File: config.mk
export PLATFORM = sky130hd
export DESIGN_NAME = adc_out_coder
export DESIGN_NICKNAME = d
export VERILOG_FILES = /design/src/rtl/adc_coder_pkg.sv /design/src/rtl/coder_ctrl.sv /design/src/rtl/coder_dpath.sv /design/src/rtl/adc_out_coder.sv
export SDC_FILE = /design/constraint.sdc
export NUM_CORES = 1
export LEC_CHECK = 0
export CORE_MARGIN = 3
export CORE_UTILIZATION = 39
export DETAILED_ROUTE_END_ITERATION = 10
export GPL_TIMING_DRIVEN = 0
export PLACE_DENSITY = 0.72
export SYNTH_ARGS = -nofsm -noshare
export SYNTH_HDL_FRONTEND = slang
export SYNTH_HIERARCHICAL = 1
export SYNTH_SLANG_ARGS = --single-unit
export TNS_END_PERCENT = 1
File: constraint.sdc
create_clock -name clk -period 2 [get_ports clk]
set_input_delay 0.3 -clock clk [delete_from_list [all_inputs] [get_ports clk]]
set_output_delay 0.3 -clock clk [all_outputs]
set_load 0.05 [all_outputs]
File: src/rtl/adc_coder_pkg.sv
package adc_coder_pkg;
  typedef enum logic [1:0] {
    FMT_OFFSET = 2'b00,
    FMT_TWOS   = 2'b01,
    FMT_GRAY   = 2'b10
  } fmt_e;

  typedef struct packed {
    logic load;
    logic clear;
    fmt_e fmt;
  } coder_ctrl_t;
endpackage

File: src/rtl/coder_ctrl.sv
module coder_ctrl
  import adc_coder_pkg::*;
#(
  parameter int FIELD_W = 3
) (
  input  logic               clk,
  input  logic               rstHardN,
  input  logic               softRst,
  input  logic               sampleValid,
  input  logic [1:0]         pinFmt,
  input  logic               regWrEn,
  input  logic [FIELD_W-1:0] regWrData,
  output coder_ctrl_t        ctrlStb
);
  localparam logic [FIELD_W-1:0] CODE_TWOS   = FIELD_W'(1);
  localparam logic [FIELD_W-1:0] CODE_GRAY   = FIELD_W'(2);
  localparam logic [FIELD_W-1:0] CODE_OFFSET = FIELD_W'(4);

  logic [FIELD_W-1:0] fmtField;
  fmt_e pinChoice;
  fmt_e resolved;

  // override field: hard reset only, soft reset leaves it alone
  always_ff @(posedge clk or negedge rstHardN) begin
    if (!rstHardN)    fmtField <= '0;
    else if (regWrEn) fmtField <= regWrData;
  end

  always_comb begin
    unique case (pinFmt)
      2'b00:   pinChoice = FMT_TWOS;
      2'b01:   pinChoice = FMT_GRAY;
      default: pinChoice = FMT_OFFSET;
    endcase
  end

  always_comb begin
    unique case (fmtField)
      CODE_TWOS:   resolved = FMT_TWOS;
      CODE_GRAY:   resolved = FMT_GRAY;
      CODE_OFFSET: resolved = FMT_OFFSET;
      default:     resolved = pinChoice;
    endcase
  end

  assign ctrlStb.load  = sampleValid & ~softRst;
  assign ctrlStb.clear = softRst;
  assign ctrlStb.fmt   = resolved;
endmodule

File: src/rtl/coder_dpath.sv
module coder_dpath
  import adc_coder_pkg::*;
#(
  parameter int SAMPLE_W = 12
) (
  input  logic                clk,
  input  logic                rstHardN,
  input  coder_ctrl_t         ctrlStb,
  input  logic [SAMPLE_W-1:0] sampleIn,
  output logic [SAMPLE_W-1:0] dataOut,
  output logic                dataValid,
  output fmt_e                fmtStatus
);
  localparam int MSB = SAMPLE_W - 1;

  logic [SAMPLE_W-1:0] twosWord;
  logic [SAMPLE_W-1:0] grayWord;
  logic [SAMPLE_W-1:0] codedWord;

  assign twosWord = {~sampleIn[MSB], sampleIn[MSB-1:0]};

  assign grayWord[MSB] = sampleIn[MSB];
  for (genvar i = 0; i < MSB; i++) begin : g_gray
    assign grayWord[i] = sampleIn[i] ^ sampleIn[i+1];
  end

  always_comb begin
    unique case (ctrlStb.fmt)
      FMT_TWOS: codedWord = twosWord;
      FMT_GRAY: codedWord = grayWord;
      default:  codedWord = sampleIn;
    endcase
  end

  always_ff @(posedge clk or negedge rstHardN) begin
    if (!rstHardN) begin
      dataOut   <= '0;
      dataValid <= 1'b0;
      fmtStatus <= FMT_OFFSET;
    end else if (ctrlStb.clear) begin
      dataOut   <= '0;
      dataValid <= 1'b0;
      fmtStatus <= FMT_OFFSET;
    end else begin
      dataValid <= ctrlStb.load;
      if (ctrlStb.load) begin
        dataOut   <= codedWord;
        fmtStatus <= ctrlStb.fmt;
      end
    end
  end
endmodule

File: src/rtl/adc_out_coder.sv
module adc_out_coder
  import adc_coder_pkg::*;
#(
  parameter int SAMPLE_W = 12,
  parameter int FIELD_W  = 3
) (
  input  logic                clk,
  input  logic                rstHardN,
  input  logic                softRst,
  input  logic [SAMPLE_W-1:0] sampleIn,
  input  logic                sampleValid,
  input  logic [1:0]          pinFmt,
  input  logic                regWrEn,
  input  logic [FIELD_W-1:0]  regWrData,
  output logic [SAMPLE_W-1:0] dataOut,
  output logic                dataValid,
  output logic [1:0]          fmtStatus
);
  coder_ctrl_t ctrlStb;
  fmt_e        fmtState;

  coder_ctrl #(.FIELD_W(FIELD_W)) u_ctrl (
    .clk(clk), .rstHardN(rstHardN), .softRst(softRst),
    .sampleValid(sampleValid), .pinFmt(pinFmt),
    .regWrEn(regWrEn), .regWrData(regWrData), .ctrlStb(ctrlStb)
  );

  coder_dpath #(.SAMPLE_W(SAMPLE_W)) u_dpath (
    .clk(clk), .rstHardN(rstHardN), .ctrlStb(ctrlStb),
    .sampleIn(sampleIn), .dataOut(dataOut), .dataValid(dataValid),
    .fmtStatus(fmtState)
  );

  assign fmtStatus = fmtState;
endmodule

==> summary by stage <==
Finish
Once layout is complete, the utilization of the core stands at 68.3%. The multi-input combinational cells in the finished layout cover a total of 648 µm². The sequential standard cell area is 454 µm².

The net count of the finished layout is ~170. The area added between synthesis and finish is 56.5%. Cells with a size suffix above 1 make up 26.2% of the layout. The number of antenna repair diodes is 0. The final-layout fill cell count is about 190.

The finished cells cover ~1600 µm². Excluding fillers, the count of instances in the completed layout stands at 169.

STA
Setup repair after global routing could not meet its margin everywhere. The final worst clock skew is ~0.0035 ns. Derived from the worst setup path, the maximum achievable clock frequency is 518 MHz. The number of endpoints failing setup at the final stage is 0. The slew at the pin with the worst max-slew slack is around 0.80 ns. The slack of the critical path is 0.0702 ns. The post-layout minimum cycle time is 1.93 ns. The number of failing hold endpoints at the final stage is 0. The number of max-slew violations in the final report was 0. The post-route setup TNS is 0 ns. Dividing the final minimum period by the clock period gives 96.5%. In this run the tightest slew margin relative to its limit is a little under half. The final hold slack is 0.454 ns.

Drt
For this block, the initial DRC count from the detailed router was 23. The DRC violations left is 0. After detailed routing, the number of vias per cell comes to 5.58. Summed over all layers, the routed wires come to 2.60 mm. The number of detailed-route iterations in the first pass is 4. The wire length per cell after detailed routing is 15.4 µm. The routed via count is 943.

Once detail routing completed, the nets flagged for antenna violations numbered 0.

Clock network
The clock passes through at most 2 buffers. The total number of clock tree sinks is 18. At the later pin of the worst-skew pair, clock insertion delay measures around 0.30 ns.

TritonCTS built the clock tree. CTS built an H-tree with a depth of 1. Buffers inserted during clock tree synthesis total 3. After clock tree synthesis, the clock-pin slew on the worst setup and hold paths is 0.10 ns. The clock root buffer master is sky130_fd_sc_hd__clkbuf_4.

Global routing
The maximum number of pins on one net before global-route repair is 19. The initial antenna violation count came to 0. The overflow left after global routing is 0. The via count of the first global-routing pass was ~950. The global-route wire length before repair is 4.37 mm. The total global-route track usage is 17.2%.

Synthesis
After synthesis, the netlist uses 28 different library cells. The register area share after synthesis is a little over two fifths. The register bit count reported by yosys is 18. After synthesis, the most frequently instantiated cells are sky130_fd_sc_hd__dfrtp_1, sky130_fd_sc_hd__a21oi_1, sky130_fd_sc_hd__nand2b_1, sky130_fd_sc_hd__nor3b_1, sky130_fd_sc_hd__a221o_1.

The number of warnings issued by yosys is 6. The cell type contributing the most total cell area after synthesis is sky130_fd_sc_hd__dfrtp_1. In the synthesized netlist the dominant register cell turns out to be sky130_fd_sc_hd__dfrtp_1. A synthesized cell averages ~11 µm².

After technology mapping, the gate count stands at 98. The number of nets handed over by synthesis was ~120. In this run the cell area of the synthesized design comes to 1030 µm². sky130_fd_sc_hd__dfrtp_1 is the most common cell in the netlist. The area share of the largest cell type after synthesis is 43.7%.

Sorting the synthesized cells by area gives the leading types as sky130_fd_sc_hd__dfrtp_1, sky130_fd_sc_hd__a221o_1, sky130_fd_sc_hd__nor3b_1. Counting flops with a built-in enable in the synthesized netlist gives 0. The proportion of register bits with asynchronous set or reset after synthesis is 100%.

Critical path
The critical path is of the flip-flop to flip-flop type. Tracing the worst setup path back leads to its startpoint at u_ctrl/fmtField[2]$_DFFE_PN0P_. In this run the critical register-to-register path is launched from u_ctrl/fmtField[2]$_DFFE_PN0P_.

The data required time of the critical path is 2.19 ns. The worst register-to-register path ends at u_dpath/dataOut[2]$_DFFE_PN0P_. The arrival time of the worst setup path is 2.12 ns. The register-to-register setup slack is 0.07 ns. The critical path endpoint category is a flip-flop. Of all nets on the critical path, the largest fanout is 10. Measured in cells, the most critical reg-to-reg path has a length of 8.

STA classifies the critical path startpoint as a flip-flop.

Place
The placed instances occupy a cell area of between 1000 and 1500 µm². The worst-case setup slack after placement is -0.667 ns. The number of placed instances, taps included, is 162.

During placement, the flow inserted port buffers numbering 36. The final weighted congestion of routability-driven global placement is 0.747. Detailed placement finished with a half-perimeter wire length of 1.88 mm.

Die
Once the floorplan was initialized, standard cells occupied roughly 44% of the core. The floorplan has 17 rows. From bottom edge to top edge, the die measures 57.4 µm. The core region is 2360 µm².

The die is 57.4 µm wide. The count of pins on the block boundary is 37. The die covers 3290 µm².

Power and ir drop
The worst-case IR drop observed on VDD is 0.488 mV. In this run the static leakage power is 0.655 nW. The total power of the final layout is 0.992 mW. The power density over the cells is 616 nW/µm².

Hold path
The classification of the worst-slack hold path is input port to asynchronous set/reset pin.

Outcome
The run finished with clean final reports.

Job
The max-cap check violation count is 0.
layer usage:
metal / wire [µm] / vias up / GRT usage (%) / share of wire [%]
met4: 51 / 0 / 6.62 / 2.0
li1: - / 459 / - / -
met3: 118 / 4 / 4.07 / 4.5
met5: 0 / - / 0 / 0
met1: 1130 / 456 / 21.6 / 43
met2: 1300 / 24 / 28.4 / 50
worst max path at each step:
stage | to | slack (ns) | cells past startpoint
after detailed placement | u_dpath/dataOut[2]$_DFFE_PN0P_ | -0.67 | 8
after floorplan | u_dpath/dataOut[4]$_DFFE_PN0P_ | 0.05 | 7
after CTS | u_dpath/dataOut[6]$_DFFE_PN0P_ | 0.006 | 8
after global placement | u_dpath/dataOut[2]$_DFFE_PN0P_ | -0.64 | 8
after global routing | u_dpath/dataOut[2]$_DFFE_PN0P_ | -0.04 | 8
final | u_dpath/dataOut[2]$_DFFE_PN0P_ | 0.07 | 8
registers in the layout (all words and copies together), names as in the netlist:
name,cells
u_ctrl/fmtField,3
u_dpath/dataOut,12
u_dpath/dataValid,1
u_dpath/fmtStatus,2
cells by family after synthesis:
group	synth area share (%)
AOI/OAI and AO/OA	21.1
adders and majority gates	2.43
muxes	5.22
DFF	43.7
and+or+nand+nor	22.0
buffers and inverters	5.47
power by group:
group          total (mW)  internal [mW]  leakage [nW]  switching [mW]
Combinational       0.353          0.160         0.397           0.193
Sequential          0.411          0.389         0.237          0.0221
Clock               0.228          0.111        0.0210           0.117
Total               0.992          0.660         0.655           0.331
critical path, cell delays in order, from the launching register on:
cell	delay [ns]
sky130_fd_sc_hd__dfrtp_2	0.47
sky130_fd_sc_hd__a21oi_2	0.16
sky130_fd_sc_hd__o32ai_2	0.09
sky130_fd_sc_hd__buf_4	0.15
sky130_fd_sc_hd__ha_4	0.31
sky130_fd_sc_hd__nand4bb_4	0.16
sky130_fd_sc_hd__buf_8	0.16
sky130_fd_sc_hd__nor3b_2	0.05
sky130_fd_sc_hd__a221o_1	0.27
layout by cell type, fill, tap and decap left out, types with 2 or more instances in the layout:
cell and n:
sky130_fd_sc_hd__clkdlybuf4s50_1 34, sky130_fd_sc_hd__nand2b_1 10, sky130_fd_sc_hd__mux2i_1 2, sky130_fd_sc_hd__mux2_1 2, sky130_fd_sc_hd__a21oi_1 9, sky130_fd_sc_hd__o311a_1 2, sky130_fd_sc_hd__dfrtp_2 3, sky130_fd_sc_hd__nor2_2 2
sky130_fd_sc_hd__nor3b_2 8, sky130_fd_sc_hd__a211o_1 2, sky130_fd_sc_hd__a221o_1 9, sky130_fd_sc_hd__nor2_1 5, sky130_fd_sc_hd__nor2b_1 3, sky130_fd_sc_hd__clkbuf_4 3, sky130_fd_sc_hd__dfrtp_1 15, sky130_fd_sc_hd__a21oi_2 2
sky130_fd_sc_hd__nor3b_1 3, sky130_fd_sc_hd__buf_4 4
timing repair:
item                       in CTS  in global routing
setup buffers                   2                  0
cloned                          0                  1
pin swaps                       3                  1
setup endpoints to repair      12                 12
gates resized for setup        13                 17
hold buffers                    0                  0
final cells by class:
class	instances	share of cell area [%]
inverters	3	0.854
well taps	28	2.17
clock buffers	4	2.25
repair buffers	38	23.2
multi-input cells	72	40.2
flip-flops and latches	18	28.2
plain buffers	6	3.11
(Power assumes the default switching activity.)
